<file path="config.mk">
export PLATFORM = sky130hd
export DESIGN_NAME = reg_ready_tracker
export DESIGN_NICKNAME = d
export VERILOG_FILES = /design/src/rtl/reg_ready_tracker.sv
export SDC_FILE = /design/constraint.sdc
export NUM_CORES = 1
export LEC_CHECK = 0
export BUFFER_PORTS_ARGS = -buffer_cell sky130_fd_sc_hd__buf_2
export CORE_AREA = 8 8 118 120
export DETAILED_ROUTE_END_ITERATION = 10
export DIE_AREA = 0 0 126 128
export HOLD_SLACK_MARGIN = 0.15
export PLACE_DENSITY = 0.73
export SETUP_SLACK_MARGIN = 0.1
export SKIP_LAST_GASP = 1
export SLEW_MARGIN = 20
export SYNTH_ARGS = -nofsm -noshare
export SYNTH_HDL_FRONTEND = slang
export SYNTH_SLANG_ARGS = --single-unit
</file>
<file path="constraint.sdc">
create_clock -name clk -period 14.6 [get_ports clk]
set_input_delay 1.46 -clock clk [delete_from_list [all_inputs] [get_ports clk]]
set_output_delay 1.46 -clock clk [all_outputs]
set_load 0.005 [all_outputs]
</file>
<file path="src/rtl/reg_ready_tracker.sv">
module reg_ready_tracker #(
  parameter int NREG = 8,
  parameter int CW   = 8,
  parameter int OPW  = 4,
  localparam int RW  = $clog2(NREG)
) (
  input  logic          clk,
  input  logic          rst_n,
  input  logic          wr_en,
  input  logic          wr_no_dst,
  input  logic [RW-1:0] wr_reg,
  input  logic [CW-1:0] wr_cycle,
  input  logic [OPW-1:0] wr_op,
  input  logic [RW-1:0] q_reg,
  input  logic [CW-1:0] q_cycle,
  output logic          q_avail,
  output logic [CW-1:0] overall_lat
);
  localparam logic [CW:0] SAT = {1'b0, {CW{1'b1}}};

  logic [NREG-1:0][CW-1:0] ready, ready_nxt;
  logic [CW-1:0] lat, sum_sat, max_nxt;
  logic [CW:0]   sum;
  logic          accept;

  always_comb begin
    case (wr_op)
      OPW'(8):           lat = CW'(3);
      OPW'(9), OPW'(10): lat = CW'(4);
      default:           lat = CW'(1);
    endcase
  end

  assign accept  = wr_en && !wr_no_dst;
  assign sum     = {1'b0, wr_cycle} + {1'b0, lat};
  assign sum_sat = (sum > SAT) ? {CW{1'b1}} : sum[CW-1:0];

  always_comb begin
    ready_nxt = ready;
    if (accept) ready_nxt[wr_reg] = sum_sat;
  end

  always_comb begin
    max_nxt = '0;
    for (int i = 0; i < NREG; i++)
      if (ready_nxt[i] > max_nxt) max_nxt = ready_nxt[i];
  end

  always_ff @(posedge clk or negedge rst_n) begin
    if (!rst_n) begin
      ready       <= '0;
      overall_lat <= '0;
    end else begin
      ready       <= ready_nxt;
      overall_lat <= max_nxt;
    end
  end

  assign q_avail = ready[q_reg] <= q_cycle;
endmodule


</file>
== Word level (Yosys, flattened, before mapping) ==
Index checks and enable logic that the tools add are counted.

* Register bits: 72
* Bits of input ports: 30
* Output and inout port bits: 9
* Word-level logic and storage cells: 46

* Add/sub/neg operators: 1
* Order comparisons: 13
* Equal/unequal tests: 3
* Mux-type cells: 16
* Reductions and logical operators: 4

{| class="wikitable"
|+ Operators by type and width
! operator !! number
|-
| 8-bit two-way mux || 11
|-
| 64-bit bitwise mux || 1
|-
| 64-bit two-way mux || 1
|-
| 8-bit greater-than comparator || 7
|-
| 8-bit binary-select mux with 3-bit select || 1
|-
| 8-bit demux with 3-bit select || 1
|-
| 4-bit == test (second input constant) || 3
|-
| 8-bit by 8-bit adder with 9-bit output || 1
|-
| 9-bit by 8-bit greater-than comparator with 1-bit output (second input constant) || 1
|-
| 8-bit by 1-bit greater-than comparator with 1-bit output (second input constant) || 1
|-
| 8-bit less-or-equal comparator || 1
|-
| 3-bit by 4-bit less-than comparator with 1-bit output (second input constant) || 2
|-
| 3-bit case mux with 2 select lines || 1
|-
| 3-bit by 1-bit >= comparator with 1-bit output (second input constant) || 1
|-
| 1-bit logical AND || 2
|-
| 2-bit OR reduction || 1
|-
| 1-bit zero test || 1
|}

== Logic depth before layout (Yosys ltp) ==
* Word-level depth: 24
* Depth in mapped cells: 80
* Gate-level depth less buffers: 75

== Worst setup path after synthesis ==
Ideal clock, no wire load.

* Path type: input to register
* From: in wr_op[0]
* To: reg overall_lat[2]
* Setup time: 0.082 ns
* Arrival time: 14.219 ns
* Required time: 14.518 ns
* Path slack: 0.299 ns
* Cell stages on the path: 74
* Buffers on the path: 5
* Cells stage by stage: xor2_1 nor2b_1 inv_1 ha_1 fa_1 a21oi_2 nor2_1 and3_1 mux2_2 mux2_2 ha_1 nand4_1 a21oi_1 o22ai_1 buf_2 mux2i_1 a211oi_1 inv_1 (+38 left out) a21oi_1 nand2_1 a41oi_1 nand3_1 a22oi_2 nor3_1 a21oi_1 ha_1 nor2b_1 o21a_1 o21ai_0 nand2b_1 a21oi_1 o21ai_0 o21ai_0 clkbuf_1 nor2_1 a31oi_1

{| class="wikitable"
|+ RTL lines
! what !! line !! RTL
|-
| start: declaration || 13 || <nowiki>input logic [OPW-1:0] wr_op,</nowiki>
|-
| end signal: assignment || 55 || <nowiki>overall_lat <= max_nxt;</nowiki>
|-
| end: declaration || 17 || <nowiki>output logic [CW-1:0] overall_lat</nowiki>
|}

==> impl_metrics.toml <==
[setup_path]
cp_slowest_cell = "fa_2"
worstPathRequired_ps = 14860
cp-end-kind = "flop"
path_common_cell = "ha_1"
cp_max_fo = 10
reg2reg_depth = 63
slowest_delay_ps = 450
arrival_ps = 14270
worstSetupPathType = "in2reg"
startpoint_type = "primary input"

[floorplan]
top_level_ports = 39
die-area_um2 = 16100
die_w_um = 126
core_area_um2 = 12200
fp-row-count = 41
initial_utilization_pct = 48.3
chipHeight_um = 128

[clock_network]
cts_root_buf = "clkbuf_16"
clock_latency_ps = 340
cts_tree = "done"
cts_max_path_buffers = 2
ctsHtreeMaxLevel = 3
cts_buffers = 9
path_clk_slew_ps = 60
cts.sinks = 72
ctsHoldBuffers = 0

[place]
dp_cells = 794
pre_cts_ws_ps = -481
gp_congestion = 0.906
io_buffers = 38
hpwl_mm = 12.6

[synthesis]
synthArstFlopShare_pct = 100
synth-edff-count = 0
synth_area_um2 = 5900
synth_cell_type_count = 67
synth_nets = 702
synth_seq_cells = 72
yosys_warnings = 0
postSynthCellCount = 608
avgSynthCellArea_um2 = 9.71
ys.flop_type = "dfrtp_1"
ys_seq_area_share_pct = 30.5

[sta]
fin_skew_ps = 5.32
worst_slack_ps = 584
slew_headroom_pct = 29.5
hold_violations = 0
finalCriticalPeriod_ps = 14020
period_share_pct = 96.0
worst_pin_slew_ps = 1050
finalMaxSlewViolations = 0
max_freq_mhz = 71.3
finalSetupViolCount = 0

[layout]
nNetsFinal = 762
antenna_cells = 0
instances_no_fill = 822
synthToLayoutAreaGrowth_pct = 16.2
drive_gt1_share_pct = 29.6
fillers = 1028

[global_routing]
grt_start_max_net_pins = 73
grt_pass1_wl_mm = 26.7
gr-total-overflow = 0
grt_pass1_vias = 5183
track_usage_pct = 20.8
antenna_found_initial = 0

[min_path]
hold_path.class = "reg2reg"
hold_depth = 1

[route]
via_per_inst = 6.16
vias = 5066
routed_wl_mm = 16.7
drc = 0
drtIter0Drc = 537
wl_per_cell_um = 20.3
drt_first_pass_iters = 6
ant_nets = 0

[run]
maxCapViolations = 0

[run_status]
status = "completed"
worst max-delay path, delay by kind of cell:
kind	cells	cell delay (ps)
AND/OR/NAND/NOR	20	2950
buffers and inverters	8	950
adder cells (fa/ha/maj)	9	2800
multiplexers	4	1310
XOR/XNOR	1	140
AO/OA/AOI/OAI	29	4710
metal layers:
layer	up-vias	global-route usage [%]	part of all wire, %
met5	-	0	0
met4	0	13.0	3.8
met3	50	3.54	5.3
met2	174	34.5	49
met1	2473	24.9	42
li1	2369	-	-
state kept, by name, summed over array words and instances (netlist names):
register     cells
overall_lat      8
ready           64
cells in the mapped netlist, types with 3 or more instances:
library cell  instances  share of area [%]
a211oi_1              3               0.38
a21o_1               12                1.5
a21oi_1              39                3.3
a31oi_1               6               0.64
and2_1                8               0.85
and3_1                4               0.42
and4_1                3               0.45
buf_1                 4               0.25
clkbuf_1             14               0.89
dfrtp_1              72                 31
ha_1                 63                 13
inv_1                47                3.0
mux2_2               46                8.8
mux2i_1              18                3.1
mux4_2               16                6.1
nand2_1              46                2.9
nand2b_1              7               0.74
nand3_1              14                1.2
nand4_1              14                1.5
nor2_1               40                2.5
nor2b_1              10                1.1
nor3_1                5               0.42
nor3b_1               3               0.38
o211ai_1              6               0.76
o21a_1                9                1.1
o21ai_0              36                3.1
o31a_1                4               0.59
o31ai_1               7               0.89
or2_2                 3               0.32
final cells by class:
type	instances	area [um^2]	share of cell area, %
multi-input combinational	469	4000	58.3
sequential	72	1800	26.3
timing repair buffer	68	417	6.07
clock buffer	10	239	3.48
tap	150	188	2.74
inverter	48	180	2.63
clock inverter	5	33.8	0.493
timing repair:
action	in CTS	in global routing
buffers inserted	2	9
endpoints found under the hold margin	0	0
endpoints found under the setup margin	8	8
resized for setup	2	48
gates cloned	0	2
pin swaps	1	22
layout by cell type (no fill, tap or decap), drive strengths merged, types with 14 or more instances in the layout:
| cell type | n |
|---|---|
| dfrtp | 72 |
| buf | 68 |
| ha | 63 |
| inv | 48 |
| mux2 | 48 |
| nand2 | 46 |
| nor2 | 40 |
| a21oi | 40 |
| o21ai | 37 |
| mux2i | 20 |
| mux4 | 16 |
| nand4 | 15 |
| nand3 | 14 |
per-stage QoR:
stage | instance area, um^2 | TNS [ps] | hold WS (ps) | utilization (%)
after floorplan | 5900 | 0 | 476 | -
after global placement | 6330 | 0 | 521 | 51.9
after detailed placement | 6330 | -3160 | 528 | 51.9
after CTS | 6630 | 0 | 539 | 54.3
after global routing | 6860 | -857 | 557 | 56.2
final | 6860 | 0 | 542 | 56.2
cells by family (layout without fill, tap and decap cells):
family	Yosys count	after routing	synth area share [%]
muxes	84	84	18.9
xor gates and xnor gates	4	4	0.594
buffers and inverters	68	131	4.47
and+or+nand+nor	173	174	15.4
adders and majority gates	64	64	13.7
AOI/OAI and AO/OA	143	143	16.4
DFF	72	72	30.5
final timing paths:
check                                  to  slack [ps]       from
max in group asynchronous  overall_lat[7]       12680      rst_n
setup / recovery           overall_lat[5]         580   wr_op[1]
min in group asynchronous        ready[1]        1340      rst_n
setup reg to reg           overall_lat[5]        3240   ready[7]
hold reg to reg                 ready[14]         540  ready[14]
hold / removal                  ready[14]         540  ready[14]
Power is left out: the tool's default activity adds up to more than one toggle a clock period on the data nets, which glitch-free logic cannot reach.
